`config.mk`:
```
export PLATFORM = sky130hd
export DESIGN_NAME = dram_refresh_ctrl
export DESIGN_NICKNAME = d
export VERILOG_FILES = /design/src/rtl/dref_pkg.sv /design/src/rtl/dref_tracker.sv /design/src/rtl/dref_row_counter.sv /design/src/rtl/dref_arbiter.sv /design/src/rtl/dram_refresh_ctrl.sv
export SDC_FILE = /design/constraint.sdc
export NUM_CORES = 1
export LEC_CHECK = 0
export ABC_CLOCK_PERIOD_IN_PS = 2000
export BUFFER_PORTS_ARGS = -buffer_cell sky130_fd_sc_hd__buf_2
export CAP_MARGIN = 10
export CORE_MARGIN = 4
export CORE_UTILIZATION = 46
export DETAILED_ROUTE_END_ITERATION = 10
export HOLD_SLACK_MARGIN = 0.15
export PLACE_DENSITY = 0.77
export SETUP_SLACK_MARGIN = 0.4
export SYNTH_ARGS = -nofsm -noshare
export SYNTH_HDL_FRONTEND = slang
export SYNTH_SLANG_ARGS = --single-unit
export TNS_END_PERCENT = 30
```
`constraint.sdc`:
```
create_clock -name clk -period 2 [get_ports clk]
set_input_delay 0.1 -clock clk [delete_from_list [all_inputs] [get_ports clk]]
set_output_delay 0.1 -clock clk [all_outputs]
set_load 0.02 [all_outputs]
```
`src/rtl/dref_pkg.sv`:
```
package dref_pkg;

  typedef enum logic [0:0] {
    ARB_IDLE = 1'b0,
    ARB_WB   = 1'b1
  } arb_state_e;

  // Cycles between row refreshes: retention spread evenly over the rows.
  function automatic int refresh_interval(input int ret_ns, input int rows, input int clk_ns);
    int v;
    v = ret_ns / (rows * clk_ns);
    return (v < 1) ? 1 : v;
  endfunction

  // Bits needed to index n items, never less than one.
  function automatic int index_width(input int n);
    return (n <= 1) ? 1 : $clog2(n);
  endfunction

endpackage

```
`src/rtl/dref_tracker.sv`:
```
module dref_tracker #(
  parameter int INTERVAL = 3125
) (
  input  logic clk,
  input  logic rst_n,
  input  logic svc,
  output logic expire,
  output logic pend,
  output logic overrun
);
  import dref_pkg::*;

  localparam int CNT_W = index_width(INTERVAL);
  localparam logic [CNT_W-1:0] LAST = CNT_W'(INTERVAL - 1);

  logic [CNT_W-1:0] cnt_q;
  logic             pend_q;
  logic             ovr_q;

  assign expire  = (cnt_q == '0);
  assign pend    = pend_q;
  assign overrun = ovr_q;

  always_ff @(posedge clk or negedge rst_n) begin
    if (!rst_n) begin
      cnt_q  <= LAST;
      pend_q <= 1'b0;
      ovr_q  <= 1'b0;
    end else begin
      cnt_q  <= expire ? LAST : cnt_q - 1'b1;
      pend_q <= expire | (pend_q & ~svc);
      ovr_q  <= ovr_q | (expire & pend_q & ~svc);
    end
  end

  assert_count_down_R2: assert property (@(posedge clk) disable iff (!rst_n)
    !expire |=> (cnt_q == $past(cnt_q) - 1'b1));
  assert_reload_R2: assert property (@(posedge clk) disable iff (!rst_n)
    expire |=> (cnt_q == LAST));
  assert_pend_after_expire_R2: assert property (@(posedge clk) disable iff (!rst_n)
    expire |=> pend);
  assert_overrun_sticky_R8: assert property (@(posedge clk) disable iff (!rst_n)
    overrun |=> overrun);
  assert_overrun_cause_R8: assert property (@(posedge clk) disable iff (!rst_n)
    $rose(overrun) |-> $past(expire && pend && !svc));

endmodule

```
`src/rtl/dref_row_counter.sv`:
```
module dref_row_counter #(
  parameter int ROWS  = 64,
  parameter int ROW_W = 6
) (
  input  logic             clk,
  input  logic             rst_n,
  input  logic             step,
  output logic [ROW_W-1:0] row
);
  localparam logic [ROW_W-1:0] TOP = ROW_W'(ROWS - 1);

  logic [ROW_W-1:0] row_q;
  assign row = row_q;

  always_ff @(posedge clk or negedge rst_n) begin
    if (!rst_n)    row_q <= '0;
    else if (step) row_q <= (row_q == TOP) ? '0 : row_q + 1'b1;
  end

  assert_row_advance_R4: assert property (@(posedge clk) disable iff (!rst_n)
    step |=> (row_q == (($past(row_q) == TOP) ? '0 : $past(row_q) + 1'b1)));
  assert_row_hold_R4: assert property (@(posedge clk) disable iff (!rst_n)
    !step |=> $stable(row_q));
  assert_row_range_R4: assert property (@(posedge clk) disable iff (!rst_n)
    row_q <= TOP);

endmodule

```
`src/rtl/dref_arbiter.sv`:
```
module dref_arbiter #(
  parameter int ADDR_W = 10,
  parameter int DATA_W = 4
) (
  input  logic              clk,
  input  logic              rst_n,
  input  logic              pend,
  output logic              svc,
  output logic              in_wb,
  input  logic              host_valid,
  output logic              host_ready,
  input  logic              host_we,
  input  logic [ADDR_W-1:0] host_addr,
  input  logic [DATA_W-1:0] host_wdata,
  output logic              host_rvalid,
  output logic [DATA_W-1:0] host_rdata,
  output logic              arr_en,
  output logic              arr_we,
  output logic [ADDR_W-1:0] arr_addr,
  output logic [DATA_W-1:0] arr_wdata,
  input  logic [DATA_W-1:0] arr_rdata
);
  import dref_pkg::*;

  arb_state_e        state_q;
  logic [DATA_W-1:0] rd_q;
  logic [ADDR_W-1:0] addr_q;
  logic              accept;
  logic              idle;

  assign idle        = (state_q == ARB_IDLE);
  assign in_wb       = (state_q == ARB_WB);
  assign svc         = idle & pend;
  assign host_ready  = idle & ~pend;
  assign accept      = host_valid & host_ready;

  assign arr_en      = accept | in_wb;
  assign arr_we      = in_wb | (accept & host_we);
  assign arr_addr    = in_wb ? addr_q : host_addr;
  assign arr_wdata   = in_wb ? rd_q : host_wdata;
  assign host_rvalid = in_wb;
  assign host_rdata  = rd_q;

  always_ff @(posedge clk or negedge rst_n) begin
    if (!rst_n) begin
      state_q <= ARB_IDLE;
      rd_q    <= '0;
      addr_q  <= '0;
    end else if (accept && !host_we) begin
      state_q <= ARB_WB;
      rd_q    <= arr_rdata;
      addr_q  <= host_addr;
    end else begin
      state_q <= ARB_IDLE;
    end
  end

  assert_wb_follows_read_R5: assert property (@(posedge clk) disable iff (!rst_n)
    (host_valid && host_ready && !host_we) |=>
      (arr_en && arr_we && arr_addr == $past(host_addr) && arr_wdata == $past(arr_rdata)));
  assert_no_wb_after_write_R7: assert property (@(posedge clk) disable iff (!rst_n)
    (host_valid && host_ready && host_we) |=> !host_rvalid);
  assert_ready_low_in_wb_R6: assert property (@(posedge clk) disable iff (!rst_n)
    host_rvalid |-> !host_ready);
  assert_ref_excludes_access_R3: assert property (@(posedge clk) disable iff (!rst_n)
    !(svc && arr_en));
  assert_stall_ignored_R10: assert property (@(posedge clk) disable iff (!rst_n)
    (!host_ready && !host_rvalid) |-> !arr_en);

endmodule

```
`src/rtl/dram_refresh_ctrl.sv`:
```
module dram_refresh_ctrl #(
  parameter int ROWS         = 64,
  parameter int COL_W        = 4,
  parameter int DATA_W       = 4,
  parameter int CLK_NS       = 20,
  parameter int RETENTION_NS = 4000000,
  parameter int ROW_W        = dref_pkg::index_width(ROWS),
  parameter int ADDR_W       = ROW_W + COL_W
) (
  input  logic              clk,
  input  logic              rst_n,
  input  logic              host_valid,
  output logic              host_ready,
  input  logic              host_we,
  input  logic [ADDR_W-1:0] host_addr,
  input  logic [DATA_W-1:0] host_wdata,
  output logic              host_rvalid,
  output logic [DATA_W-1:0] host_rdata,
  output logic              arr_en,
  output logic              arr_we,
  output logic [ADDR_W-1:0] arr_addr,
  output logic [DATA_W-1:0] arr_wdata,
  input  logic [DATA_W-1:0] arr_rdata,
  output logic              arr_ref,
  output logic [ROW_W-1:0]  arr_ref_row,
  output logic              overrun
);
  import dref_pkg::*;

  localparam int INTERVAL = refresh_interval(RETENTION_NS, ROWS, CLK_NS);

  logic svc;
  logic pend;
  logic expire;
  logic in_wb;

  dref_tracker #(.INTERVAL(INTERVAL)) u_tracker (
    .clk(clk), .rst_n(rst_n), .svc(svc),
    .expire(expire), .pend(pend), .overrun(overrun)
  );

  dref_row_counter #(.ROWS(ROWS), .ROW_W(ROW_W)) u_rows (
    .clk(clk), .rst_n(rst_n), .step(svc), .row(arr_ref_row)
  );

  dref_arbiter #(.ADDR_W(ADDR_W), .DATA_W(DATA_W)) u_arb (
    .clk(clk), .rst_n(rst_n), .pend(pend), .svc(svc), .in_wb(in_wb),
    .host_valid(host_valid), .host_ready(host_ready), .host_we(host_we),
    .host_addr(host_addr), .host_wdata(host_wdata),
    .host_rvalid(host_rvalid), .host_rdata(host_rdata),
    .arr_en(arr_en), .arr_we(arr_we), .arr_addr(arr_addr),
    .arr_wdata(arr_wdata), .arr_rdata(arr_rdata)
  );

  assign arr_ref = svc;

  initial assert_interval_floor_R9: assert (INTERVAL >= 1);

  assert_refresh_waits_wb_R6: assert property (@(posedge clk) disable iff (!rst_n)
    in_wb |-> !arr_ref);
  assert_refresh_one_cycle_R3: assert property (@(posedge clk) disable iff (!rst_n)
    (arr_ref && !expire) |=> !arr_ref);
  assert_ready_low_on_ref_R3: assert property (@(posedge clk) disable iff (!rst_n)
    arr_ref |-> !host_ready);

endmodule

```
==> run_summary.xml, run 1 <==
<?xml version="1.0" encoding="UTF-8"?>
<metrics>
  <group name="placement">
    <metric name="hpwl_after_dpl" unit="um">2630</metric>
    <metric name="place.gp.congestion" unit="">0.837</metric>
    <metric name="io_buffers" unit="">51</metric>
    <metric name="post_placement_cell_count" unit="">242</metric>
  </group>
  <group name="clock_network">
    <metric name="clkSlewWorstSetupHoldPaths" unit="ps">60</metric>
    <metric name="cts_max_path_buffers" unit="">2</metric>
    <metric name="cts_inserted_buffers" unit="">5</metric>
    <metric name="clock_latency" unit="ps">280</metric>
    <metric name="tritoncts" unit="">built</metric>
    <metric name="cts.root.buffer_cell" unit="">sky130_fd_sc_hd__clkbuf_8</metric>
    <metric name="cts.htree.levels" unit="">2</metric>
    <metric name="tritoncts_num_sinks" unit="">35</metric>
  </group>
  <group name="floorplan">
    <metric name="fp-row-count" unit="">22</metric>
    <metric name="io_pins" unit="">52</metric>
    <metric name="design.core.area" unit="sq um">3660</metric>
    <metric name="initial_core_utilization" unit="%">47.5</metric>
    <metric name="overall_die_width" unit="um">69.5</metric>
    <metric name="die_area" unit="sq um">4830</metric>
    <metric name="chipHeight" unit="um">69.5</metric>
  </group>
  <group name="hold_path">
    <metric name="holdCritPathClass" unit="">input port to flip-flop</metric>
    <metric name="min_path_cells" unit="">3</metric>
  </group>
  <group name="synth">
    <metric name="synth.lib_cells_used.distinct" unit="">44</metric>
    <metric name="synth_nets" unit="">173</metric>
    <metric name="number_of_enable_type_register_cells_in_the_synthesized_netlist" unit="">0</metric>
    <metric name="synth.cell_area" unit="sq um">1740</metric>
    <metric name="synth_cells" unit="">148</metric>
    <metric name="synth_flop_cell" unit="">sky130_fd_sc_hd__dfrtp_1</metric>
    <metric name="synth-warning-count" unit="">0</metric>
    <metric name="ys_seq_area_share" unit="%">50.7</metric>
    <metric name="avgSynthCellArea" unit="sq um">11.8</metric>
    <metric name="postSynth.asyncResetShare" unit="%">100</metric>
    <metric name="synth.ff_latch_count" unit="">35</metric>
  </group>
  <group name="setup_path">
    <metric name="cp-end-kind" unit="">flip-flop</metric>
    <metric name="required" unit="ps">2150</metric>
    <metric name="path_max_fanout" unit="">6</metric>
    <metric name="criticalPathCategory" unit="">flip-flop to flip-flop</metric>
    <metric name="critPathLaunchType" unit="">flip-flop</metric>
    <metric name="crit_arrival" unit="ps">1970</metric>
    <metric name="r2r_cells" unit="">5</metric>
  </group>
  <group name="layout">
    <metric name="synth_to_final_area_change" unit="%">37.6</metric>
    <metric name="final_cell_count_no_fill" unit="">274</metric>
    <metric name="drive_gt1_share" unit="%">53.1</metric>
    <metric name="design.final.nets" unit="">250</metric>
    <metric name="antenna_cells" unit="">0</metric>
  </group>
  <group name="power">
    <metric name="leakage_power_summed_over_all_cells" unit="uW">0.00115</metric>
    <metric name="ir_drop" unit="uV">773</metric>
    <metric name="pwr_density_cell" unit="nW/um^2">688</metric>
  </group>
  <group name="timing">
    <metric name="slew_violations" unit="">0</metric>
    <metric name="post-route-min-period" unit="ps">1820</metric>
    <metric name="max_freq" unit="MHz">551</metric>
    <metric name="setup_viol" unit="">0</metric>
    <metric name="timing.max_slew.rel_slack" unit="%">49.2</metric>
    <metric name="rsz0062_at_grt" unit="">true</metric>
    <metric name="tns" unit="ps">0</metric>
    <metric name="clock_skew" unit="ps">6.50</metric>
    <metric name="timing_hold_violations_final" unit="">0</metric>
    <metric name="min_hold_slack" unit="ps">211</metric>
    <metric name="tightestPinTransition" unit="ps">762</metric>
    <metric name="post-route-period-util" unit="%">90.8</metric>
  </group>
  <group name="global_routing">
    <metric name="first_global_vias" unit="">1441</metric>
    <metric name="grt_max_degree" unit="">36</metric>
    <metric name="gr_util_all_layers" unit="%">16.6</metric>
    <metric name="overflow" unit="">0</metric>
    <metric name="grt_first_pass_wirelength" unit="um">6520</metric>
    <metric name="antenna_found_initial" unit="">0</metric>
  </group>
  <group name="run">
    <metric name="drv_cap" unit="">0</metric>
  </group>
  <group name="routing">
    <metric name="dr_total_vias" unit="">1438</metric>
    <metric name="routedWlPerCell" unit="um">14.4</metric>
    <metric name="wirelength" unit="um">3950</metric>
    <metric name="first_pass_iters" unit="">4</metric>
    <metric name="drt-initial-drc-count" unit="">71</metric>
    <metric name="post_drt_via_cell_ratio" unit="">5.25</metric>
    <metric name="drt.antenna.violating_nets" unit="">0</metric>
    <metric name="route.detailed.drc" unit="">0</metric>
  </group>
  <group name="status">
    <metric name="status" unit="">finished, final reports clean</metric>
  </group>
</metrics>
cells by family (layout without fill, tap and decap cells):
family / after synthesis / after routing / share of synthesized area (%)
AO/OA/AOI/OAI: 26 / 26 / 10.7
buffers and inverters: 15 / 93 / 3.88
flip-flops: 35 / 35 / 50.7
AND/OR/NAND/NOR: 36 / 36 / 11.8
XOR/XNOR: 4 / 4 / 2.01
adder cells (fa/ha/maj): 3 / 3 / 2.16
multiplexers: 29 / 29 / 18.7
power breakdown:
part / switching [uW] / total [uW] / internal [uW]
logic: 150 / 298 / 147
registers: 34.1 / 797 / 763
clock network: 238 / 552 / 314
total: 422 / 1650 / 1220
cells in the final DEF, fill, tap and decap left out, drive strengths merged, types with 5 or more instances in the layout:
cell type / n
o21ai: 6
mux2: 28
nor3: 5
clkbuf: 8
buf: 65
dfrtp: 30
nand2: 9
dlygate4sd3: 15
inv: 5
o31ai: 6
dfstp: 5
synth_stat cells, drive strengths merged, types with 2 or more instances:
cell,instances,area share (%)
nand2,9,1.9
or3,3,1.2
o31ai,6,2.6
inv,5,1.1
a21oi,3,0.86
nand2b,3,1.1
ha,3,2.2
nand3,2,0.58
clkbuf,6,1.4
nor3,5,1.4
dfstp,5,7.6
buf,4,1.4
xnor2,3,1.5
or4,3,1.5
nor2,3,0.65
o21ai,6,1.7
dfrtp,30,43
mux2,28,18
metal layers:
metal	global-route usage, %	share of wire, %
met5	0	0
met4	7.59	2.2
met3	2.75	3.2
met2	29.4	54
met1	19.6	41
state kept, by name, summed over array words and instances (netlist names):
name / cells
u_tracker.overrun: 1
u_tracker.pend: 1
u_arb.host_rvalid: 1
u_arb.host_rdata: 4
u_arb.addr_q: 10
u_rows.row: 6
u_tracker.cnt_q: 12
worst max-delay path: stages (launching register included):
cell	delay (ps)
sky130_fd_sc_hd__dfrtp_1	390
sky130_fd_sc_hd__inv_2	60
sky130_fd_sc_hd__ha_1	140
sky130_fd_sc_hd__or4b_4	470
sky130_fd_sc_hd__or4_4	480
sky130_fd_sc_hd__a21boi_1	150
stage by stage:
stage	power [uW]	setup slack [ps]	instance area (sq um)	utilization, %
after floorplan	973	57.7	1740	-
after global placement	1070	164	2050	55.9
after detailed placement	1080	106	2050	55.9
after CTS	1660	185	2370	64.8
after global routing	1720	126	2390	65.4
final	1650	184	2390	65.4
cell type report:
class | instances | area [sq um]
multi-input combinational | 98 | 817
fill | 288 | 1270
tap | 48 | 60.1
inverter | 5 | 18.8
timing repair buffer | 80 | 514
sequential | 35 | 883
clock buffer | 8 | 100
worst paths after layout:
path                                    startpoint                 end  slack [ps]
worst max-delay path            u_tracker.cnt_q[0]  u_tracker.cnt_q[3]         180
worst min-delay path                       host_we   u_arb.host_rvalid         210
worst max register to register  u_tracker.cnt_q[0]  u_tracker.cnt_q[3]         180
worst min register to register   u_tracker.overrun   u_tracker.overrun         490
max in group asynchronous                    rst_n   u_arb.host_rvalid        1040
min in group asynchronous                    rst_n  u_tracker.cnt_q[9]         430
what timing repair did:
item | CTS | global route
buffers inserted | 7 | 2
pin swaps | 4 | 0
endpoints found under the hold margin | 44 | 0
resized for setup | 10 | 3
setup endpoints to repair | 23 | 26
hold buffers | 15 | 0
(Power assumes the default switching activity.)
==> run 2: changes to the inputs <==
- CORE_UTILIZATION: 46 -> 35
- PLACE_DENSITY: 0.77 -> 0.62
- SYNTH_HIERARCHICAL: unset -> 1
==> run 2 against run 1 <==
Die area rose by 29%. Final cell count is 6.9% higher. Synthesized area grew 0.86%. Core utilization down 14 points. Synthesized cell count is 1.4% lower. Routed wire length is 5.1% lower. Critical path depth is 2 lower. Worst hold slack improved by 22 ps. Via count shrank 3.5%. Largest power group unchanged. Highest routed layer unchanged.
==> run_summary.xml, run 2 <==
<?xml version="1.0" encoding="UTF-8"?>
<metrics>
  <group name="status">
    <metric name="status" unit="">finished, final reports clean</metric>
  </group>
  <group name="global_routing">
    <metric name="grt_first_pass_wirelength" unit="um">6350</metric>
    <metric name="overflow" unit="">0</metric>
    <metric name="first_global_vias" unit="">1433</metric>
    <metric name="grt_max_degree" unit="">36</metric>
    <metric name="antenna_found_initial" unit="">0</metric>
    <metric name="gr_util_all_layers" unit="%">12.8</metric>
  </group>
  <group name="synth">
    <metric name="synth_nets" unit="">171</metric>
    <metric name="synth-warning-count" unit="">6</metric>
    <metric name="synth.cell_area" unit="sq um">1750</metric>
    <metric name="synth_cells" unit="">146</metric>
    <metric name="avgSynthCellArea" unit="sq um">12.0</metric>
  </group>
  <group name="timing">
    <metric name="clock_skew" unit="ps">4.36</metric>
    <metric name="max_freq" unit="MHz">640</metric>
    <metric name="post-route-min-period" unit="ps">1560</metric>
    <metric name="tns" unit="ps">0</metric>
    <metric name="min_hold_slack" unit="ps">232</metric>
    <metric name="slew_violations" unit="">0</metric>
    <metric name="timing_hold_violations_final" unit="">0</metric>
    <metric name="post-route-period-util" unit="%">78.1</metric>
    <metric name="rsz0062_at_grt" unit="">true</metric>
    <metric name="tightestPinTransition" unit="ps">739</metric>
    <metric name="timing.max_slew.rel_slack" unit="%">50.8</metric>
    <metric name="setup_viol" unit="">0</metric>
  </group>
  <group name="power">
    <metric name="pwr_density_cell" unit="nW/um^2">831</metric>
    <metric name="ir_drop" unit="uV">309</metric>
    <metric name="totalPowerFinal" unit="uW">2030</metric>
    <metric name="leakage_power_summed_over_all_cells" unit="uW">0.00113</metric>
  </group>
  <group name="placement">
    <metric name="place.gp.congestion" unit="">0.779</metric>
    <metric name="io_buffers" unit="">51</metric>
    <metric name="hpwl_after_dpl" unit="um">2570</metric>
    <metric name="post_placement_cell_count" unit="">264</metric>
  </group>
  <group name="setup_path">
    <metric name="criticalPathCategory" unit="">flip-flop to flip-flop</metric>
    <metric name="r2r_end" unit="">u_tracker/cnt_q[4]</metric>
    <metric name="critPathLaunchType" unit="">flip-flop</metric>
    <metric name="cp_num_cells" unit="">3</metric>
    <metric name="critPathCapture" unit="">u_tracker/cnt_q[4]</metric>
    <metric name="critPathTopFamily" unit="">simple AND/OR/NAND/NOR gates</metric>
    <metric name="r2r_cells" unit="">3</metric>
    <metric name="crit_path_start" unit="">u_tracker/cnt_q[6]</metric>
    <metric name="cp_slowest_stage_delay" unit="ps">580</metric>
    <metric name="crit_arrival" unit="ps">1800</metric>
    <metric name="path_max_fanout" unit="">5</metric>
    <metric name="slowest_stage" unit="">sky130_fd_sc_hd__or4_4</metric>
    <metric name="critical_path.cell_chain" unit="">or4_4, nor3b_4, o221a_2</metric>
    <metric name="cp-end-kind" unit="">flip-flop</metric>
    <metric name="required" unit="ps">2240</metric>
    <metric name="critical_path.reg2reg.startpoint" unit="">u_tracker/cnt_q[6]</metric>
    <metric name="path_buf_inv" unit="">0</metric>
    <metric name="r2r_slack" unit="ps">440</metric>
  </group>
  <group name="clock_network">
    <metric name="clkSlewWorstSetupHoldPaths" unit="ps">70</metric>
    <metric name="cts_max_path_buffers" unit="">2</metric>
    <metric name="cts.htree.levels" unit="">2</metric>
    <metric name="cts.root.buffer_cell" unit="">sky130_fd_sc_hd__clkbuf_8</metric>
    <metric name="cts_inserted_buffers" unit="">5</metric>
    <metric name="tritoncts_num_sinks" unit="">35</metric>
    <metric name="clock_latency" unit="ps">290</metric>
    <metric name="tritoncts" unit="">built</metric>
  </group>
  <group name="layout">
    <metric name="drive_gt1_share" unit="%">54.0</metric>
    <metric name="fill_count" unit="">416</metric>
    <metric name="multi_input_area" unit="sq um">848</metric>
    <metric name="ff_latch_area" unit="sq um">886</metric>
    <metric name="synth_to_final_area_change" unit="%">39.4</metric>
    <metric name="layout_commonest_cell" unit="">sky130_fd_sc_hd__buf_2</metric>
    <metric name="antenna_cells" unit="">0</metric>
    <metric name="register_name_with_the_most_flops" unit="">u_tracker/cnt_q</metric>
    <metric name="max_ffs_per_register" unit="">12</metric>
    <metric name="final_cell_count_no_fill" unit="">293</metric>
    <metric name="design.final.nets" unit="">250</metric>
    <metric name="most-common-layout-cells" unit="">sky130_fd_sc_hd__buf_2, sky130_fd_sc_hd__mux2_2, sky130_fd_sc_hd__dfrtp_1, sky130_fd_sc_hd__dlygate4sd3_1, sky130_fd_sc_hd__buf_4</metric>
  </group>
  <group name="floorplan">
    <metric name="chipHeight" unit="um">78.8</metric>
    <metric name="die_area" unit="sq um">6210</metric>
    <metric name="fp-row-count" unit="">25</metric>
    <metric name="overall_die_width" unit="um">78.8</metric>
    <metric name="initial_core_utilization" unit="%">36.7</metric>
    <metric name="design.core.area" unit="sq um">4790</metric>
    <metric name="io_pins" unit="">52</metric>
  </group>
  <group name="routing">
    <metric name="route.detailed.drc" unit="">0</metric>
    <metric name="drt-initial-drc-count" unit="">36</metric>
    <metric name="post_drt_via_cell_ratio" unit="">4.73</metric>
    <metric name="first_pass_iters" unit="">4</metric>
    <metric name="dr_total_vias" unit="">1387</metric>
    <metric name="routedWlPerCell" unit="um">12.8</metric>
    <metric name="drt.antenna.violating_nets" unit="">0</metric>
    <metric name="wirelength" unit="um">3750</metric>
  </group>
  <group name="hold_path">
    <metric name="holdCritPathClass" unit="">input port to flip-flop</metric>
  </group>
  <group name="run">
    <metric name="drv_cap" unit="">0</metric>
  </group>
</metrics>
==> run 2: through the flow <==
stage / worst slack, ps / utilization, % / cell area, sq um
3_5_place_dp: 189 / 43.9 / 2100
5_1_grt: 358 / 51.1 / 2450
6_report: 437 / 51.1 / 2450
4_1_cts: 407 / 50.1 / 2400
3_3_place_gp: 282 / 43.9 / 2100
2_1_floorplan: 403 / - / 1770
==> run 2: worst reg2reg max path: stages (launching register included) <==
cell and delay (ps):
sky130_fd_sc_hd__dfrtp_2 430, sky130_fd_sc_hd__or4_4 580, sky130_fd_sc_hd__nor3b_4 280, sky130_fd_sc_hd__o221a_2 220
==> run 2: layout make-up <==
class | instances | area share (%)
clock buffers | 6 | 3.38
clock inverters | 2 | 1.43
inverters | 8 | 1.23
multi-input cells | 99 | 34.7
flip-flops and latches | 35 | 36.2
well taps | 67 | 3.43
repair buffers | 76 | 19.6
==> run 2: worst min-delay path by stage <==
stage	from	to	slack, ps	cells after the start
after floorplan	rst_n	u_arb/addr_q[0]	-200	0
after global placement	rst_n	u_arb/addr_q[2]	220	1
after detailed placement	rst_n	u_arb/addr_q[2]	230	1
after CTS	host_we	u_arb/host_rvalid	230	3
after global routing	host_we	u_arb/host_rvalid	240	3
final	host_we	u_arb/host_rvalid	230	3
==> run 2: repair_timing <==
action / in CTS / in global routing
setup endpoints to repair: 20 / 8
setup buffers: 2 / 4
gates resized for setup: 3 / 6
hold endpoints to repair: 44 / 0
hold buffers: 15 / 0
pin swaps: 0 / 3
==> run 2: where the power goes <==
part	leakage [uW]	total, uW	internal (uW)	switching (uW)
combinational	0.000636	493	234	259
clock	0.0000612	648	403	245
sequential	0.000428	891	812	79.6
==> run 2: metal layers <==
layer	track usage (%)	vias to the layer above	part of all wire, %
met5	0	-	0
met4	4.72	0	1.5
met3	4.99	5	8.8
met2	21.4	45	46
met1	14.9	644	44
li1	-	693	-
==> run 3: changes to the inputs <==
- ABC_CLOCK_PERIOD_IN_PS: 2000 -> 1300
- clock period: 2 -> 1.3 ns (I/O delays scaled with it)
==> run 3 against run 2 <==
The flow now finishes with violations (setup timing). Combinational power rose by 120%. Sequential power rose by 58%. First-iteration DRC count increased by 28%. Register-to-register slack worse by 680 ps. Final cell count is 8.2% higher. Final area is 20% higher. Via count rose by 13%. Power increased by 62%. Die area did not move. Largest power group unchanged. Highest routed layer unchanged.
==> run_summary.xml, run 3 (synthesis gave the netlist of run 2 again) <==
<?xml version="1.0" encoding="UTF-8"?>
<metrics>
  <group name="routing">
    <metric name="dr_total_vias" unit="">1562</metric>
    <metric name="wirelength" unit="um">4860</metric>
    <metric name="first_pass_iters" unit="">4</metric>
    <metric name="routedWlPerCell" unit="um">15.3</metric>
    <metric name="drt-initial-drc-count" unit="">46</metric>
    <metric name="route.detailed.drc" unit="">0</metric>
    <metric name="drt.antenna.violating_nets" unit="">0</metric>
    <metric name="post_drt_via_cell_ratio" unit="">4.93</metric>
  </group>
  <group name="hold_path">
    <metric name="holdCritPathClass" unit="">input port to asynchronous set/reset pin</metric>
  </group>
  <group name="floorplan">
    <metric name="fp-row-count" unit="">25</metric>
    <metric name="overall_die_width" unit="um">78.8</metric>
    <metric name="initial_core_utilization" unit="%">36.7</metric>
    <metric name="chipHeight" unit="um">78.8</metric>
    <metric name="die_area" unit="sq um">6210</metric>
    <metric name="io_pins" unit="">52</metric>
    <metric name="design.core.area" unit="sq um">4790</metric>
  </group>
  <group name="setup_path">
    <metric name="critical_path.reg2reg.startpoint" unit="">u_arb/host_rvalid</metric>
    <metric name="required" unit="ps">1470</metric>
    <metric name="path_max_fanout" unit="">5</metric>
    <metric name="crit_path_start" unit="">u_arb/host_rvalid</metric>
    <metric name="cp_slowest_stage_delay" unit="ps">420</metric>
    <metric name="critPathLaunchType" unit="">flip-flop</metric>
    <metric name="crit_arrival" unit="ps">1720</metric>
    <metric name="criticalPathCategory" unit="">flip-flop to flip-flop</metric>
    <metric name="cp-end-kind" unit="">flip-flop</metric>
    <metric name="critical_path.cell_chain" unit="">buf_6, nor4b_4, buf_4, clkbuf_16, mux2_4</metric>
    <metric name="slowest_stage" unit="">sky130_fd_sc_hd__dfrtp_2</metric>
    <metric name="critPathTopFamily" unit="">buffers and inverters</metric>
    <metric name="path_buf_inv" unit="">3</metric>
  </group>
  <group name="clock_network">
    <metric name="cts.root.buffer_cell" unit="">sky130_fd_sc_hd__clkbuf_8</metric>
    <metric name="clock_latency" unit="ps">280</metric>
    <metric name="cts.htree.levels" unit="">2</metric>
    <metric name="cts_max_path_buffers" unit="">2</metric>
    <metric name="tritoncts_num_sinks" unit="">35</metric>
    <metric name="cts_inserted_buffers" unit="">5</metric>
    <metric name="tritoncts" unit="">built</metric>
    <metric name="clkSlewWorstSetupHoldPaths" unit="ps">70</metric>
  </group>
  <group name="timing">
    <metric name="clock_skew" unit="ps">3.88</metric>
    <metric name="slew_violations" unit="">0</metric>
    <metric name="tightestPinTransition" unit="ps">362</metric>
    <metric name="post-route-period-util" unit="%">119</metric>
    <metric name="setup_viol" unit="">45</metric>
    <metric name="max_freq" unit="MHz">649</metric>
    <metric name="timing_hold_violations_final" unit="">0</metric>
    <metric name="post-route-min-period" unit="ps">1540</metric>
    <metric name="timing.max_slew.rel_slack" unit="%">75.9</metric>
    <metric name="rsz0062_at_grt" unit="">true</metric>
    <metric name="worst_slack" unit="ps">-242</metric>
  </group>
  <group name="power">
    <metric name="totalPowerFinal" unit="uW">3300</metric>
    <metric name="ir_drop" unit="uV">397</metric>
    <metric name="pwr_density_cell" unit="nW/um^2">1120</metric>
    <metric name="leakage_power_summed_over_all_cells" unit="uW">0.00136</metric>
  </group>
  <group name="placement">
    <metric name="post_dp_cell_area" unit="sq um">2340</metric>
    <metric name="placement.setup.worst_slack" unit="ps">-274</metric>
    <metric name="post_placement_cell_count" unit="">290</metric>
    <metric name="io_buffers" unit="">51</metric>
    <metric name="place.gp.congestion" unit="">0.785</metric>
    <metric name="hpwl_after_dpl" unit="um">2940</metric>
  </group>
  <group name="global_routing">
    <metric name="antenna_found_initial" unit="">0</metric>
    <metric name="grt_first_pass_wirelength" unit="um">8100</metric>
    <metric name="first_global_vias" unit="">1744</metric>
    <metric name="gr_util_all_layers" unit="%">16.3</metric>
    <metric name="grt_max_degree" unit="">23</metric>
    <metric name="overflow" unit="">0</metric>
  </group>
  <group name="layout">
    <metric name="drive_gt1_share" unit="%">63.2</metric>
    <metric name="layout_commonest_cell" unit="">sky130_fd_sc_hd__buf_4</metric>
    <metric name="most-common-layout-cells" unit="">sky130_fd_sc_hd__buf_4, sky130_fd_sc_hd__dfrtp_1, sky130_fd_sc_hd__buf_2, sky130_fd_sc_hd__buf_6, sky130_fd_sc_hd__mux2_2</metric>
    <metric name="synth_to_final_area_change" unit="%">67.0</metric>
    <metric name="design.final.nets" unit="">274</metric>
    <metric name="register_name_with_the_most_flops" unit="">u_tracker/cnt_q</metric>
    <metric name="finish.utilization" unit="%">61.2</metric>
    <metric name="final_cell_count_no_fill" unit="">317</metric>
    <metric name="design_area" unit="sq um">2930</metric>
    <metric name="antenna_cells" unit="">0</metric>
    <metric name="max_ffs_per_register" unit="">12</metric>
  </group>
  <group name="status">
    <metric name="violations" unit="">setup timing</metric>
    <metric name="status" unit="">complete, but fails checks</metric>
  </group>
  <group name="run">
    <metric name="drv_cap" unit="">0</metric>
  </group>
</metrics>
[run 3: cell types whose count changed in the layout (fill, tap and decap cells not counted), moves of 3 or more]
cell / previous run / this run
sky130_fd_sc_hd__buf_12: 0 / 3
sky130_fd_sc_hd__buf_4: 10 / 31
sky130_fd_sc_hd__mux2_2: 30 / 16
sky130_fd_sc_hd__buf_2: 51 / 26
sky130_fd_sc_hd__mux2_4: 0 / 14
sky130_fd_sc_hd__buf_6: 0 / 24
[run 3: report_power, final]
group	total, uW	leakage (uW)	switching (uW)	internal [uW]
logic	1070	0.000880	452	615
registers	1410	0.000429	161	1250
clock network	815	0.0000482	388	427
total	3300	0.00136	1000	2290
[run 3: worst paths after layout]
check / slack (ps) / endpoint / cells after the start
max reg2reg: -240 / u_arb/host_rdata[0] / 5
min: 240 / u_rows/row[0] / 2
max: -240 / u_arb/host_rdata[0] / 5
max in group asynchronous: 540 / u_tracker/cnt_q[10] / 3
min in group clk: 300 / u_arb/host_rvalid / 4
min reg2reg: 500 / u_tracker/cnt_q[11] / 2
[run 3: worst register-to-register path, stage by stage, from the launching register on]
cell	delay [ps]
sky130_fd_sc_hd__dfrtp_2	420
sky130_fd_sc_hd__buf_6	120
sky130_fd_sc_hd__nor4b_4	250
sky130_fd_sc_hd__buf_4	190
sky130_fd_sc_hd__clkbuf_16	150
sky130_fd_sc_hd__mux2_4	290
[run 3: final cells by class]
type / instances / area, sq um
clock buffers: 7 / 86.3
clock inverters: 1 / 5.00
fillers: 368 / 1860
inverters: 8 / 30.0
multi-input cells: 99 / 971
flip-flops and latches: 35 / 886
well taps: 67 / 83.8
repair buffers: 100 / 868
[run 3: repair_timing]
| item | in CTS | in global routing |
|---|---|---|
| hold buffers | 14 | 1 |
| resized for setup | 66 | 21 |
| endpoints found under the hold margin | 47 | 1 |
| setup endpoints to repair | 64 | 65 |
| setup buffers | 2 | 1 |
| gates cloned | 0 | 1 |
| pin swaps | 4 | 3 |
[run 3: layer usage]
metal	vias to the layer above	wire (um)	track usage, %
met1	771	2120	20.0
met5	-	0	0
li1	738	-	-
met4	0	57	5.24
met3	6	269	3.97
met2	47	2410	28.1
[run 3: stage by stage]
step	setup TNS, ps	hold WS [ps]
2_1_floorplan	-5900	-231
3_3_place_gp	-3580	-7.91
3_5_place_dp	-4120	-5.06
4_1_cts	-6270	33.2
5_1_grt	-10460	275
6_report	-7360	244
